File: src/rtl/pe_ctrl_steer.sv
module pe_ctrl_steer #(
  parameter int NCTRL = 4,
  parameter int IW    = 32,
  parameter int WIN   = 8,
  parameter int OPW   = 6,
  parameter logic [OPW-1:0] STEER_OP = '1
) (
  input  logic                                 clk,
  input  logic                                 rst_n,
  input  logic [NCTRL*IW-1:0]                  ctl_instr_i,
  input  logic [NCTRL-1:0]                     ctl_valid_i,
  input  logic                                 test_flag_i,
  output logic [IW-1:0]                        instr_o,
  output logic                                 issue_o,
  output logic [$clog2(NCTRL)-1:0]             sel_o,
  output logic [$clog2(NCTRL)+$clog2(WIN)-1:0] rd_phys_o,
  output logic [$clog2(NCTRL)+$clog2(WIN)-1:0] rs1_phys_o,
  output logic [$clog2(NCTRL)+$clog2(WIN)-1:0] rs2_phys_o
);
  localparam int CW      = $clog2(NCTRL);
  localparam int LW      = $clog2(WIN);
  localparam int OP_LSB  = IW - OPW;
  localparam int RD_LSB  = OP_LSB - LW;
  localparam int RS1_LSB = RD_LSB - LW;
  localparam int RS2_LSB = RS1_LSB - LW;
  localparam int FT_LSB  = 8;

  logic [CW-1:0] sel_q;
  logic [IW-1:0] cur;
  logic          steer;
  logic [CW-1:0] tgt;

  assign cur     = ctl_instr_i[sel_q*IW +: IW];
  assign issue_o = ctl_valid_i[sel_q];
  assign instr_o = issue_o ? cur : '0;
  assign sel_o   = sel_q;
  assign steer   = issue_o && (cur[OP_LSB +: OPW] == STEER_OP);
  assign tgt     = test_flag_i ? cur[CW-1:0] : cur[FT_LSB +: CW];

  assign rd_phys_o  = issue_o ? {sel_q, cur[RD_LSB  +: LW]} : '0;
  assign rs1_phys_o = issue_o ? {sel_q, cur[RS1_LSB +: LW]} : '0;
  assign rs2_phys_o = issue_o ? {sel_q, cur[RS2_LSB +: LW]} : '0;

  always_ff @(posedge clk or negedge rst_n) begin
    if (!rst_n)     sel_q <= '0;
    else if (steer) sel_q <= tgt;
  end

  assert_pass_R2: assert property (@(posedge clk) disable iff (!rst_n)
    ctl_valid_i[sel_o] |-> (issue_o && instr_o == ctl_instr_i[sel_o*IW +: IW]));

  assert_nop_R3: assert property (@(posedge clk) disable iff (!rst_n)
    !ctl_valid_i[sel_o] |-> (!issue_o && instr_o == '0 && rd_phys_o == '0));

  assert_hold_R3: assert property (@(posedge clk) disable iff (!rst_n)
    !issue_o |=> $stable(sel_o));

  assert_steer_true_R4: assert property (@(posedge clk) disable iff (!rst_n)
    (issue_o && instr_o[OP_LSB +: OPW] == STEER_OP && test_flag_i)
      |=> sel_o == $past(instr_o[CW-1:0]));

  assert_steer_false_R4: assert property (@(posedge clk) disable iff (!rst_n)
    (issue_o && instr_o[OP_LSB +: OPW] == STEER_OP && !test_flag_i)
      |=> sel_o == $past(instr_o[FT_LSB +: CW]));

  assert_window_R7: assert property (@(posedge clk) disable iff (!rst_n)
    issue_o |-> (rs1_phys_o[LW +: CW] == sel_o && rs2_phys_o[LW +: CW] == sel_o));

  assert_other_op_R8: assert property (@(posedge clk) disable iff (!rst_n)
    (issue_o && instr_o[OP_LSB +: OPW] != STEER_OP) |=> $stable(sel_o));
endmodule

File: config.mk
export PLATFORM = sky130hd
export DESIGN_NAME = pe_ctrl_steer
export DESIGN_NICKNAME = d
export VERILOG_FILES = /design/src/rtl/pe_ctrl_steer.sv
export SDC_FILE = /design/constraint.sdc
export NUM_CORES = 1
export LEC_CHECK = 0
export BUFFER_PORTS_ARGS = -buffer_cell sky130_fd_sc_hd__buf_2
export CAP_MARGIN = 30
export CORE_ASPECT_RATIO = 0.75
export CORE_MARGIN = 10
export CORE_UTILIZATION = 28
export CTS_CLUSTER_DIAMETER = 200
export DETAILED_ROUTE_END_ITERATION = 6
export PLACE_DENSITY = 0.77
export SKIP_CTS_REPAIR_TIMING = 1
export SLEW_MARGIN = 20
export SYNTH_ARGS = -nofsm -noshare
export SYNTH_HDL_FRONTEND = slang
export SYNTH_SLANG_ARGS = --single-unit
File: constraint.sdc
create_clock -name clk -period 1.6 [get_ports clk]
set_input_delay 0.08 -clock clk [delete_from_list [all_inputs] [get_ports clk]]
set_output_delay 0.08 -clock clk [all_outputs]
set_load 0.05 [all_outputs]
=== After elaboration in Yosys (flattened, before gate mapping) ===
Cells that the tools add are included.

* Magnitude comparators: 1
* Equality and inequality tests: 1
* Shifts and indexed selects: 1
* Multiplexer cells: 7
* Reductions and logical operators: 1

{| class="wikitable"
|+ Operators with widths
! kind !! number
|-
| 128-bit by 8-bit variable part select with 32-bit output || 1
|-
| 32-bit 2-to-1 mux || 1
|-
| 5-bit 2-to-1 mux || 3
|-
| 6-bit == test (second input constant) || 1
|-
| 2-bit by 3-bit < comparator with 1-bit output (second input constant) || 1
|-
| 1-bit binary-select mux with 2-bit select || 1
|-
| 2-bit 2-to-1 mux || 1
|-
| 1-bit logical AND || 1
|-
| 1-bit 2-to-1 mux || 1
|}

* Register bits after elaboration: 2
* Input bits: 135
* Output and inout bits: 50
* Word-level logic and storage cells: 12

=== Longest topological paths before layout ===
* Depth after elaboration: 3
* Depth in mapped cells: 6

=== Worst setup path after synthesis ===
No wires, ideal clock.

* Path kind: register to output
* Start point: register sel_q[0] (netlist: sel_o[0])
* End point: output rd_phys_o[0]
* Arrival time: 2.587 ns
* Data required time: 1.520 ns
* Slack: -1.067 ns
* Stages on the path, launching flop included: 6
* Cell sequence: dfrtp_1 -> buf_6 -> mux4_2 -> clkbuf_1 -> and2_1 -> buf_4

* Word-level cells in the longest chain between the ends: 3

{| class="wikitable"
|+ Ends and longest elaborated chain
! what !! line !! RTL
|-
| start: declaration || 28 || <nowiki>logic [CW-1:0] sel_q;</nowiki>
|-
| start signal: assignment || 46 || <nowiki>else if (steer) sel_q <= tgt;</nowiki>
|-
| 1-bit binary-select mux with 2-bit select || 34 || <nowiki>assign issue_o = ctl_valid_i[sel_q];</nowiki>
|-
| 1-bit 2-to-1 mux (not written as such) || 34 ||
|-
| net issue_o || 14 || <nowiki>output logic issue_o,</nowiki>
|-
| 5-bit 2-to-1 mux || 40 || <nowiki>assign rd_phys_o = issue_o ? {sel_q, cur[RD_LSB +: LW]} : '0;</nowiki>
|-
| end: declaration || 16 || <nowiki>output logic [$clog2(NCTRL)+$clog2(WIN)-1:0] rd_phys_o,</nowiki>
|}

The timed path passes the listed nets, and every way through them passes these cells. The select of a mux whose other input is x is not followed.

=== Worst setup path after layout ===
* Start point: register sel_q[0] (netlist: sel_o[0])
* End point: output rs2_phys_o[1]

* Word-level cells in the longest chain between the ends: 3

{| class="wikitable"
|+ Ends and longest elaborated chain
! what !! line !! RTL
|-
| branches (longest 2 deep; another with 128-bit by 8-bit variable part select with 32-bit output) || - ||
|-
| 5-bit 2-to-1 mux * || 42 || <nowiki>assign rs2_phys_o = issue_o ? {sel_q, cur[RS2_LSB +: LW]} : '0;</nowiki>
|-
| end: declaration || 18 || <nowiki>output logic [$clog2(NCTRL)+$clog2(WIN)-1:0] rs2_phys_o</nowiki>
|}

Mark *: on every way between the ends. The select of a mux whose other input is x is not followed.

==> flow_summary.json <==
{
  "outcome": "finished with violations",
  "violations": "negative setup slack",
  "p_per_area_nw_per_um2": 2260,
  "synth_cell_types": 16,
  "syn_area_per_cell_sq_um": 12.7,
  "worst_ep_required_time_ps": 1520,
  "drcViolationCount": 0,
  "drt_iter0_drc": 38,
  "relSlewSlack": 0.819,
  "antenna_found_initial": 0,
  "path_class": "flop to output pin",
  "p_clk_frac": 0.033,
  "drive_gt1_frac": 0.968,
  "htreeDepth": 1,
  "pwr-share-seq": 0.020,
  "grt_pass1_wl_microns": 10000,
  "fin_ws_ps": -293,
  "final_antenna_net_count": 0,
  "core_sq_um": 4440,
  "largest_reg_flops": 2,
  "worstSetupEndpoint": "rs2_phys_o[1]",
  "synth_fp_nets": 236,
  "crit_path_max_fanout": 15,
  "wirelength_microns": 7030,
  "synthCells": 101,
  "antenna_cells": 0,
  "min_path_type": "primary input to async pin",
  "layout_common_cells": "buf_2, and2_4, mux4_2, buf_6, buf_4",
  "tns_ps": -12090,
  "start_util": 0.289,
  "clkTransAtPathRegs_ps": 30,
  "p_sw_uw": 3240,
  "cts.sinks": 2,
  "internal-power_uw": 2570,
  "synth_area_sq_um": 1280,
  "worstMarginPinSlew_ps": 273,
  "io_pins": 185,
  "cp-end-kind": "output pin",
  "gr-usage-all-layers": 0.159,
  "cts.path.max_buffers": 2,
  "dp_slack_ps": -200,
  "die-area_sq_um": 7720,
  "fillers": 396,
  "nNetsFinal": 417,
  "rrSetupSlack_ps": -280,
  "clkLatencyLatePin_ps": 210,
  "reg2reg_from": "sel_o[0]",
  "final_core_util": 0.579,
  "drtPass1Iterations": 4,
  "final_common_cell": "buf_2",
  "area_growth_pct": 100,
  "rows": 21,
  "ir_drop_uv": 1600,
  "cts_buffers": 3,
  "gp_congestion": 0.850,
  "slew_viol_final": 0,
  "grt_pass1_vias": 1877,
  "leakage_uw": 0.00132,
  "grt_max_degree": 21,
  "port-buffer-count": 184,
  "finalClockSkew_ps": 0.426,
  "yosys_warnings": 0,
  "rsz0062_at_grt": "yes",
  "routedWlPerCell_microns": 20.9,
  "via_per_inst": 4.85,
  "die_x_microns": 98.2,
  "period_needed_ps": 1890,
  "hold_violations": 0,
  "die_y_microns": 78.6,
  "crit_start": "sel_o[0]",
  "vias": 1635,
  "overflow": 0,
  "hpwl_microns": 6110,
  "setup_violations": 47,
  "max-cap-violations": 0,
  "ff2ff_path_depth": 5,
  "ys_seq_area_frac": 0.0390,
  "worstPathArrival_ps": 1810,
  "combPwrFrac": 0.946,
  "root_buffer": "clkbuf_8",
  "min_period_over_period": 1.18,
  "switching_share": 0.558,
  "synth-seq-cells": 2,
  "cp-start-kind": "flop",
  "max_freq_ghz": 0.528,
  "cts_tree": "yes",
  "rr_endpoint": "sel_o[1]"
}
## Yosys cell counts
| library cell | count | area share |
|---|---|---|
| and2_1 | 33 | 0.16 |
| mux4_2 | 23 | 0.40 |
| buf_4 | 13 | 0.076 |
| mux4_1 | 10 | 0.20 |
| clkbuf_1 | 5 | 0.015 |
| buf_2 | 4 | 0.016 |
| dfrtp_1 | 2 | 0.039 |
| mux2_2 | 2 | 0.018 |
| mux2_4 | 2 | 0.023 |
| buf_6 | 1 | 0.0088 |
| buf_8 | 1 | 0.012 |
| mux2i_1 | 1 | 0.0078 |
| nand3_1 | 1 | 0.0039 |
| nand4_1 | 1 | 0.0049 |
| nor2_1 | 1 | 0.0029 |
| nor2b_1 | 1 | 0.0049 |
## worst max-delay path, stage by stage (launching register included)
cell     delay (ps)
dfrtp_2         440
mux4_2          620
buf_8           190
and2_4          140
buf_2           210
## worst min-delay path by stage
stage,startpoint,to,slack (ps)
after global placement,rst_n,sel_o[1],-130
after floorplan,rst_n,sel_o[0],-220
after CTS,rst_n,sel_o[1],-350
final,rst_n,sel_o[0],220
after detailed placement,rst_n,sel_o[1],-130
after global routing,rst_n,sel_o[1],230
## metrics by stage
stage / hold WS, ps / total power (uW) / cell area [sq um] / instances
global route: 229 / 6050 / 2570 / 337
floorplan: -216 / 4470 / 1520 / 101
global placement: -132 / 5050 / 2350 / 331
CTS: -346 / 5300 / 2390 / 334
finish: 219 / 5810 / 2570 / 337
detailed placement: -129 / 5090 / 2350 / 331
## per-layer routing
metal	up-vias	global-route usage	routed length, microns
li1	751	-	-
met1	756	0.164	2530
met2	126	0.300	3610
met3	2	0.0621	858
met4	0	0.0300	29
met5	-	0	0
## cell type report
cell class	instances	area, sq um	area share
clock buffer	3	41.3	0.0161
timing repair buffer	200	1260	0.490
multi-input combinational	75	1150	0.446
sequential	2	52.6	0.0204
tap	57	71.3	0.0278
## power by group through the flow
stage | clock (uW) | combinational [uW] | sequential (uW)
global route | 203 | 5720 | 121
detailed placement | 0 | 4980 | 114
global placement | 0 | 4940 | 111
floorplan | 0 | 4300 | 165
CTS | 198 | 4990 | 114
finish | 193 | 5490 | 118
## cell families (layout without fill, tap and decap cells)
group | Yosys count | after routing | share of synthesized area
and+or+nand+nor | 37 | 37 | 0.177
DFF | 2 | 2 | 0.0390
buffers and inverters | 24 | 203 | 0.127
muxes | 38 | 38 | 0.657
Note: power is estimated with default switching activity, not from simulation.
